**src/rtl/pgm_seq_pkg.sv**
```systemverilog
package pgm_seq_pkg;

    localparam logic [7:0] CMD_SETUP  = 8'h40;
    localparam logic [7:0] CMD_VERIFY = 8'hC0;
    localparam logic [7:0] CMD_READ   = 8'h00;

    typedef enum logic [3:0] {
        ST_IDLE,
        ST_RAISE,
        ST_SETUP,
        ST_LOAD,
        ST_PULSE,
        ST_VCMD,
        ST_SETTLE,
        ST_READ,
        ST_CHECK,
        ST_WAIT,
        ST_CLOSE,
        ST_DROP
    } seq_state_e;

endpackage

```
**src/rtl/pgm_interval_timer.sv**
```systemverilog
module pgm_interval_timer #(
    parameter int W = 11
) (
    input  logic         clk,
    input  logic         rst_n,
    input  logic         load,
    input  logic [W-1:0] load_val,
    output logic         expired
);

    logic [W-1:0] cnt_q;

    always_ff @(posedge clk or negedge rst_n) begin
        if (!rst_n) begin
            cnt_q <= '0;
        end else if (load) begin
            cnt_q <= load_val;
        end else if (cnt_q != '0) begin
            cnt_q <= cnt_q - 1'b1;
        end
    end

    assign expired = (cnt_q == '0);

endmodule

```
**src/rtl/pgm_attempt_counter.sv**
```systemverilog
module pgm_attempt_counter #(
    parameter int LIMIT = 25
) (
    input  logic clk,
    input  logic rst_n,
    input  logic clear,
    input  logic inc,
    output logic at_limit
);

    localparam int CW = $clog2(LIMIT + 1);

    logic [CW-1:0] cnt_q;

    always_ff @(posedge clk or negedge rst_n) begin
        if (!rst_n) begin
            cnt_q <= '0;
        end else if (clear) begin
            cnt_q <= '0;
        end else if (inc && (cnt_q != CW'(LIMIT))) begin
            cnt_q <= cnt_q + 1'b1;
        end
    end

    assign at_limit = (cnt_q == CW'(LIMIT));

endmodule

```
**src/rtl/byte_pgm_sequencer.sv**
```systemverilog
module byte_pgm_sequencer
    import pgm_seq_pkg::*;
#(
    parameter int ADDR_W     = 17,
    parameter int PULSE_CYC  = 1250,
    parameter int VERIFY_CYC = 750,
    parameter int MAX_PULSES = 25
) (
    input  logic              clk,
    input  logic              rst_n,
    input  logic              in_valid,
    output logic              in_ready,
    input  logic [ADDR_W-1:0] in_addr,
    input  logic [7:0]        in_data,
    input  logic              in_last,
    output logic              mem_we,
    output logic              mem_re,
    output logic [ADDR_W-1:0] mem_addr,
    output logic [7:0]        mem_wdata,
    input  logic [7:0]        mem_rdata,
    output logic              vpp_on,
    output logic              byte_ok,
    output logic              sess_done,
    output logic              sess_fail
);

    localparam int LONGEST = (PULSE_CYC > VERIFY_CYC) ? PULSE_CYC : VERIFY_CYC;
    localparam int TMR_W   = $clog2(LONGEST + 1);

    seq_state_e        state_q, state_d;
    logic [ADDR_W-1:0] addr_q;
    logic [7:0]        data_q;
    logic [7:0]        rd_q;
    logic              last_q;
    logic              fail_q;
    logic              accept;
    logic              verified;
    logic              tmr_load;
    logic [TMR_W-1:0]  tmr_val;
    logic              tmr_expired;
    logic              cnt_at_limit;

    assign accept   = in_ready && in_valid;
    assign verified = (rd_q == data_q);
    assign tmr_load = (state_q == ST_LOAD) || (state_q == ST_VCMD);
    assign tmr_val  = (state_q == ST_VCMD) ? TMR_W'(VERIFY_CYC - 1) : TMR_W'(PULSE_CYC - 1);

    pgm_interval_timer #(.W(TMR_W)) u_timer (
        .clk      (clk),
        .rst_n    (rst_n),
        .load     (tmr_load),
        .load_val (tmr_val),
        .expired  (tmr_expired)
    );

    pgm_attempt_counter #(.LIMIT(MAX_PULSES)) u_attempts (
        .clk      (clk),
        .rst_n    (rst_n),
        .clear    (accept),
        .inc      (state_q == ST_LOAD),
        .at_limit (cnt_at_limit)
    );

    // state register
    always_ff @(posedge clk or negedge rst_n) begin
        if (!rst_n) begin
            state_q <= ST_IDLE;
        end else begin
            state_q <= state_d;
        end
    end

    // captured byte, read-back and outcome
    always_ff @(posedge clk or negedge rst_n) begin
        if (!rst_n) begin
            addr_q <= '0;
            data_q <= 8'hFF;
            rd_q   <= 8'hFF;
            last_q <= 1'b0;
            fail_q <= 1'b0;
        end else begin
            if (accept) begin
                addr_q <= in_addr;
                data_q <= in_data;
                last_q <= in_last;
            end
            if (accept && (state_q == ST_IDLE)) begin
                fail_q <= 1'b0;
            end else if ((state_q == ST_CHECK) && !verified && cnt_at_limit) begin
                fail_q <= 1'b1;
            end
            if (state_q == ST_READ) begin
                rd_q <= mem_rdata;
            end
        end
    end

    // next state
    always_comb begin
        state_d = state_q;
        unique case (state_q)
            ST_IDLE:   if (in_valid) state_d = ST_RAISE;
            ST_RAISE:  state_d = ST_SETUP;
            ST_SETUP:  state_d = ST_LOAD;
            ST_LOAD:   state_d = ST_PULSE;
            ST_PULSE:  if (tmr_expired) state_d = ST_VCMD;
            ST_VCMD:   state_d = ST_SETTLE;
            ST_SETTLE: if (tmr_expired) state_d = ST_READ;
            ST_READ:   state_d = ST_CHECK;
            ST_CHECK: begin
                if (verified) begin
                    state_d = last_q ? ST_CLOSE : ST_WAIT;
                end else if (cnt_at_limit) begin
                    state_d = ST_CLOSE;
                end else begin
                    state_d = ST_SETUP;
                end
            end
            ST_WAIT:   if (in_valid) state_d = ST_SETUP;
            ST_CLOSE:  state_d = ST_DROP;
            ST_DROP:   state_d = ST_IDLE;
            default:   state_d = ST_IDLE;
        endcase
    end

    // outputs
    always_comb begin
        in_ready  = 1'b0;
        mem_we    = 1'b0;
        mem_re    = 1'b0;
        mem_addr  = addr_q;
        mem_wdata = CMD_READ;
        vpp_on    = 1'b1;
        byte_ok   = 1'b0;
        sess_done = 1'b0;
        sess_fail = 1'b0;
        unique case (state_q)
            ST_IDLE: begin
                in_ready = 1'b1;
                vpp_on   = 1'b0;
            end
            ST_SETUP: begin
                mem_we    = 1'b1;
                mem_wdata = CMD_SETUP;
            end
            ST_LOAD: begin
                mem_we    = 1'b1;
                mem_wdata = data_q;
            end
            ST_VCMD: begin
                mem_we    = 1'b1;
                mem_wdata = CMD_VERIFY;
            end
            ST_READ:  mem_re  = 1'b1;
            ST_CHECK: byte_ok = verified;
            ST_WAIT:  in_ready = 1'b1;
            ST_CLOSE: begin
                mem_we    = 1'b1;
                mem_wdata = CMD_READ;
            end
            ST_DROP: begin
                vpp_on    = 1'b0;
                sess_done = 1'b1;
                sess_fail = fail_q;
            end
            default: ;
        endcase
    end

endmodule

```
**config.mk**
```make
export PLATFORM = sky130hd
export DESIGN_NAME = byte_pgm_sequencer
export DESIGN_NICKNAME = d
export VERILOG_FILES = /design/src/rtl/pgm_seq_pkg.sv /design/src/rtl/pgm_interval_timer.sv /design/src/rtl/pgm_attempt_counter.sv /design/src/rtl/byte_pgm_sequencer.sv
export SDC_FILE = /design/constraint.sdc
export NUM_CORES = 1
export LEC_CHECK = 0
export ABC_AREA = 1
export BUFFER_PORTS_ARGS = -buffer_cell sky130_fd_sc_hd__clkbuf_2
export CAP_MARGIN = 20
export CORE_MARGIN = 4
export CORE_UTILIZATION = 45
export CTS_CLUSTER_DIAMETER = 100
export DETAILED_ROUTE_END_ITERATION = 6
export PLACE_DENSITY = 0.7
export SYNTH_ARGS = -nofsm -noshare
export SYNTH_HDL_FRONTEND = slang
export SYNTH_SLANG_ARGS = --single-unit
```
**constraint.sdc**
```tcl
create_clock -name clk -period 1.9 [get_ports clk]
set_clock_uncertainty 0.2 [all_clocks]
set_input_delay 0.285 -clock clk [delete_from_list [all_inputs] [get_ports clk]]
set_output_delay 0.285 -clock clk [all_outputs]
set_load 0.01 [all_outputs]
```
==> flow_metrics.env <==
export IMPL_status="finished, violations left"
export IMPL_violations="setup timing"
export IMPL_setup_slack_ps=-153
export IMPL_critPathArrivalTime_ps=1570
export IMPL_worstPathMaxFanout=3
export IMPL_syn_area_sq_um=2760
export IMPL_hold_viol=0
export IMPL_nets=515
export IMPL_p_per_area_nw_per_um2=1500
export IMPL_clock_latency_ps=310
export IMPL_area_growth_pct=44.5
export IMPL_port_buffers=68
export IMPL_firstDrtPassIters=4
export IMPL_max_freq_mhz=487
export IMPL_initial_core_util_pct=46.6
export IMPL_cts_max_level=2
export IMPL_grt_pass1_vias=2776
export IMPL_drt_iter0_drc=160
export IMPL_setup_worst_path_class="reg -> out"
export IMPL_cts_sinks=55
export IMPL_drive_gt1_share_pct=35.6
export IMPL_grt_setup_unrepaired="yes"
export IMPL_yosysSeqAreaShare_pct=50.7
export IMPL_dr_total_vias=2674
export IMPL_num_io_pins=69
export IMPL_ys_warnings_count=0
export IMPL_die_y_microns=86.3
export IMPL_min_from="mem_rdata[2]"
export IMPL_cts_tree="done"
export IMPL_syn_area_per_cell_sq_um=8.13
export IMPL_slew_viol_final=0
export IMPL_holdCritPathClass="in -> reg"
export IMPL_fp_row_count=28
export IMPL_fin_util_pct=67.3
export IMPL_final_cell_mix="nand2_1, clkbuf_2, inv_1, dfrtp_1, dlygate4sd3_1"
export IMPL_finalCriticalPeriod_ps=2050
export IMPL_setup_violations=8
export IMPL_wirelength_microns=7300
export IMPL_crit_required_ps=1410
export IMPL_vias_per_cell=4.86
export IMPL_place_congestion=0.909
export IMPL_grt_usage_pct=20.7
export IMPL_die_width_microns=86.3
export IMPL_cts_buffer_depth=2
export IMPL_grt_pass1_wl_microns=12400
export IMPL_period_share_pct=108
export IMPL_layout_commonest_cell="nand2_1"
export IMPL_antenna_found_initial=0
export IMPL_hold_ws_ps=21.3
export IMPL_coreArea_sq_um=5920
export IMPL_wl_per_cell_microns=13.3
export IMPL_worst_setup_path_end_kind="output pin"
export IMPL_dp_hpwl_microns=4940
export IMPL_clkTransAtPathRegs_ps=100
export IMPL_overflow=0
export IMPL_cts_buffers=5
export IMPL_leakagePower_nw=2.03
export IMPL_design_die_area_sq_um=7440
export IMPL_max_slew_worst_pin_slew_ps=573
export IMPL_n_antenna_cell=0
export IMPL_critPathLaunch="data_q[6]"
export IMPL_ys_types=28
export IMPL_syn_nets=380
export IMPL_drc=0
export IMPL_synth_seq_cells=55
export IMPL_relSlewSlack_pct=61.8
export IMPL_grt_max_degree=23
export IMPL_root_buffer="clkbuf_8"
export IMPL_synth_cells=339
export IMPL_ant_nets=0
export IMPL_rr_startpoint="state_q[2]"
export IMPL_maxCapViolations=0
export IMPL_startpoint_type="flip-flop"
export IMPL_vdd_ir_drop_max_mv=0.726
## per-layer routing
layer	up-vias	routed length, microns	GRT usage, %	share of wire (%)
met5	-	0	0	0
met4	0	113	5.81	1.5
met3	12	385	4.56	5.3
met2	71	3810	36.9	52
met1	1262	2990	25.3	41
li1	1329	-	-	-
## stage by stage
step / TNS, ps / setup WS (ps) / total power, mW / cell area (sq um) / instances
2_1_floorplan: 0 / 196 / 3.80 / 2760 / 339
3_3_place_gp: 0 / 167 / 4.59 / 3280 / 492
3_5_place_dp: 0 / 148 / 4.67 / 3280 / 492
4_1_cts: -519 / -151 / 5.77 / 3890 / 547
5_1_grt: -1600 / -284 / 6.48 / 3980 / 550
6_report: -753 / -153 / 5.98 / 3980 / 550
## timing repair
| action | in CTS | in global routing |
|---|---|---|
| hold buffers | 33 | 0 |
| pin swaps | 6 | 7 |
| gates resized for setup | 27 | 35 |
| hold endpoints to repair | 42 | 0 |
| endpoints found under the setup margin | 11 | 41 |
| setup buffers | 14 | 3 |
| cloned | 0 | 0 |
## critical path, cell delays in order, from the launching register on
cell     delay, ps
dfstp_2        550
xnor2_1        120
nand2_1        110
nor2_2         170
nand2_2         90
nor2_2          90
buf_4          130
## state kept, by name, indices dropped and copies added (netlist names)
signal            flops
rd_q                  8
state_q               4
last_q                1
fail_q                1
u_attempts.cnt_q      5
mem_addr             17
u_timer.cnt_q        11
data_q                8
## cells by family (layout without fill, tap and decap cells)
family                   Yosys count  count (layout)  share of synthesized area (%)
AND/OR/NAND/NOR                  171             171                           25.7
flip-flops                        55              55                           50.7
buffers and inverters             54             190                           8.81
AO/OA/AOI/OAI                     39              39                           7.49
XOR/XNOR                          11              11                           3.50
multiplexers                       5               5                           2.04
adder cells (fa/ha/maj)            4               4                           1.82
## worst paths after layout
check / endpoint / slack [ps] / depth (start not counted)
max reg2reg: u_attempts.cnt_q[2] / 90 / 11
min in group asynchronous: u_attempts.cnt_q[3] / 300 / 2
min: rd_q[2] / 20 / 2
max: byte_ok / -150 / 6
min reg2reg: mem_addr[16] / 290 / 2
max in group asynchronous: data_q[3] / 630 / 3
## report_power, final
part | internal (mW) | switching [mW] | leakage (nW) | total [mW]
Clock | 0.264 | 0.397 | 0.0443 | 0.662
Sequential | 1.83 | 0.370 | 0.648 | 2.20
Combinational | 1.40 | 1.72 | 1.33 | 3.12
Total | 3.49 | 2.49 | 2.03 | 5.98
## final cells by class
type | instances | area [sq um]
Sequential cell | 55 | 1400
Inverter | 46 | 175
Clock inverter | 3 | 25.0
Clock buffer | 5 | 68.8
Timing Repair Buffer | 136 | 993
Multi-Input combinational cell | 230 | 1230
Tap cell | 75 | 93.8
Fill cell | 472 | 1940
## cells in the mapped netlist
cell type	number	area, sq um
buf_2	2	10.0
o21ai_1	3	15.0
o211ai_1	2	15.0
nand2_1	107	402
mux2_2	5	56.3
buf_6	4	45.0
dfrtp_1	39	976
inv_2	3	11.3
o31ai_1	1	7.51
inv_1	43	161
a21oi_1	11	55.1
ha_1	4	50.1
nand2_2	3	18.8
nand4_1	6	37.5
nor2_2	2	12.5
nor3_1	5	25.0
nand3b_1	2	15.0
xor2_1	5	43.8
o21ai_0	20	100
nor2_1	34	128
o22ai_1	1	6.26
dfstp_2	16	420
nand3_1	10	50.1
xnor2_1	6	52.6
a22oi_1	1	7.51
nor3b_2	1	12.5
buf_4	2	15.0
nor3b_1	1	7.51
Power figures use the tool's default switching activity.
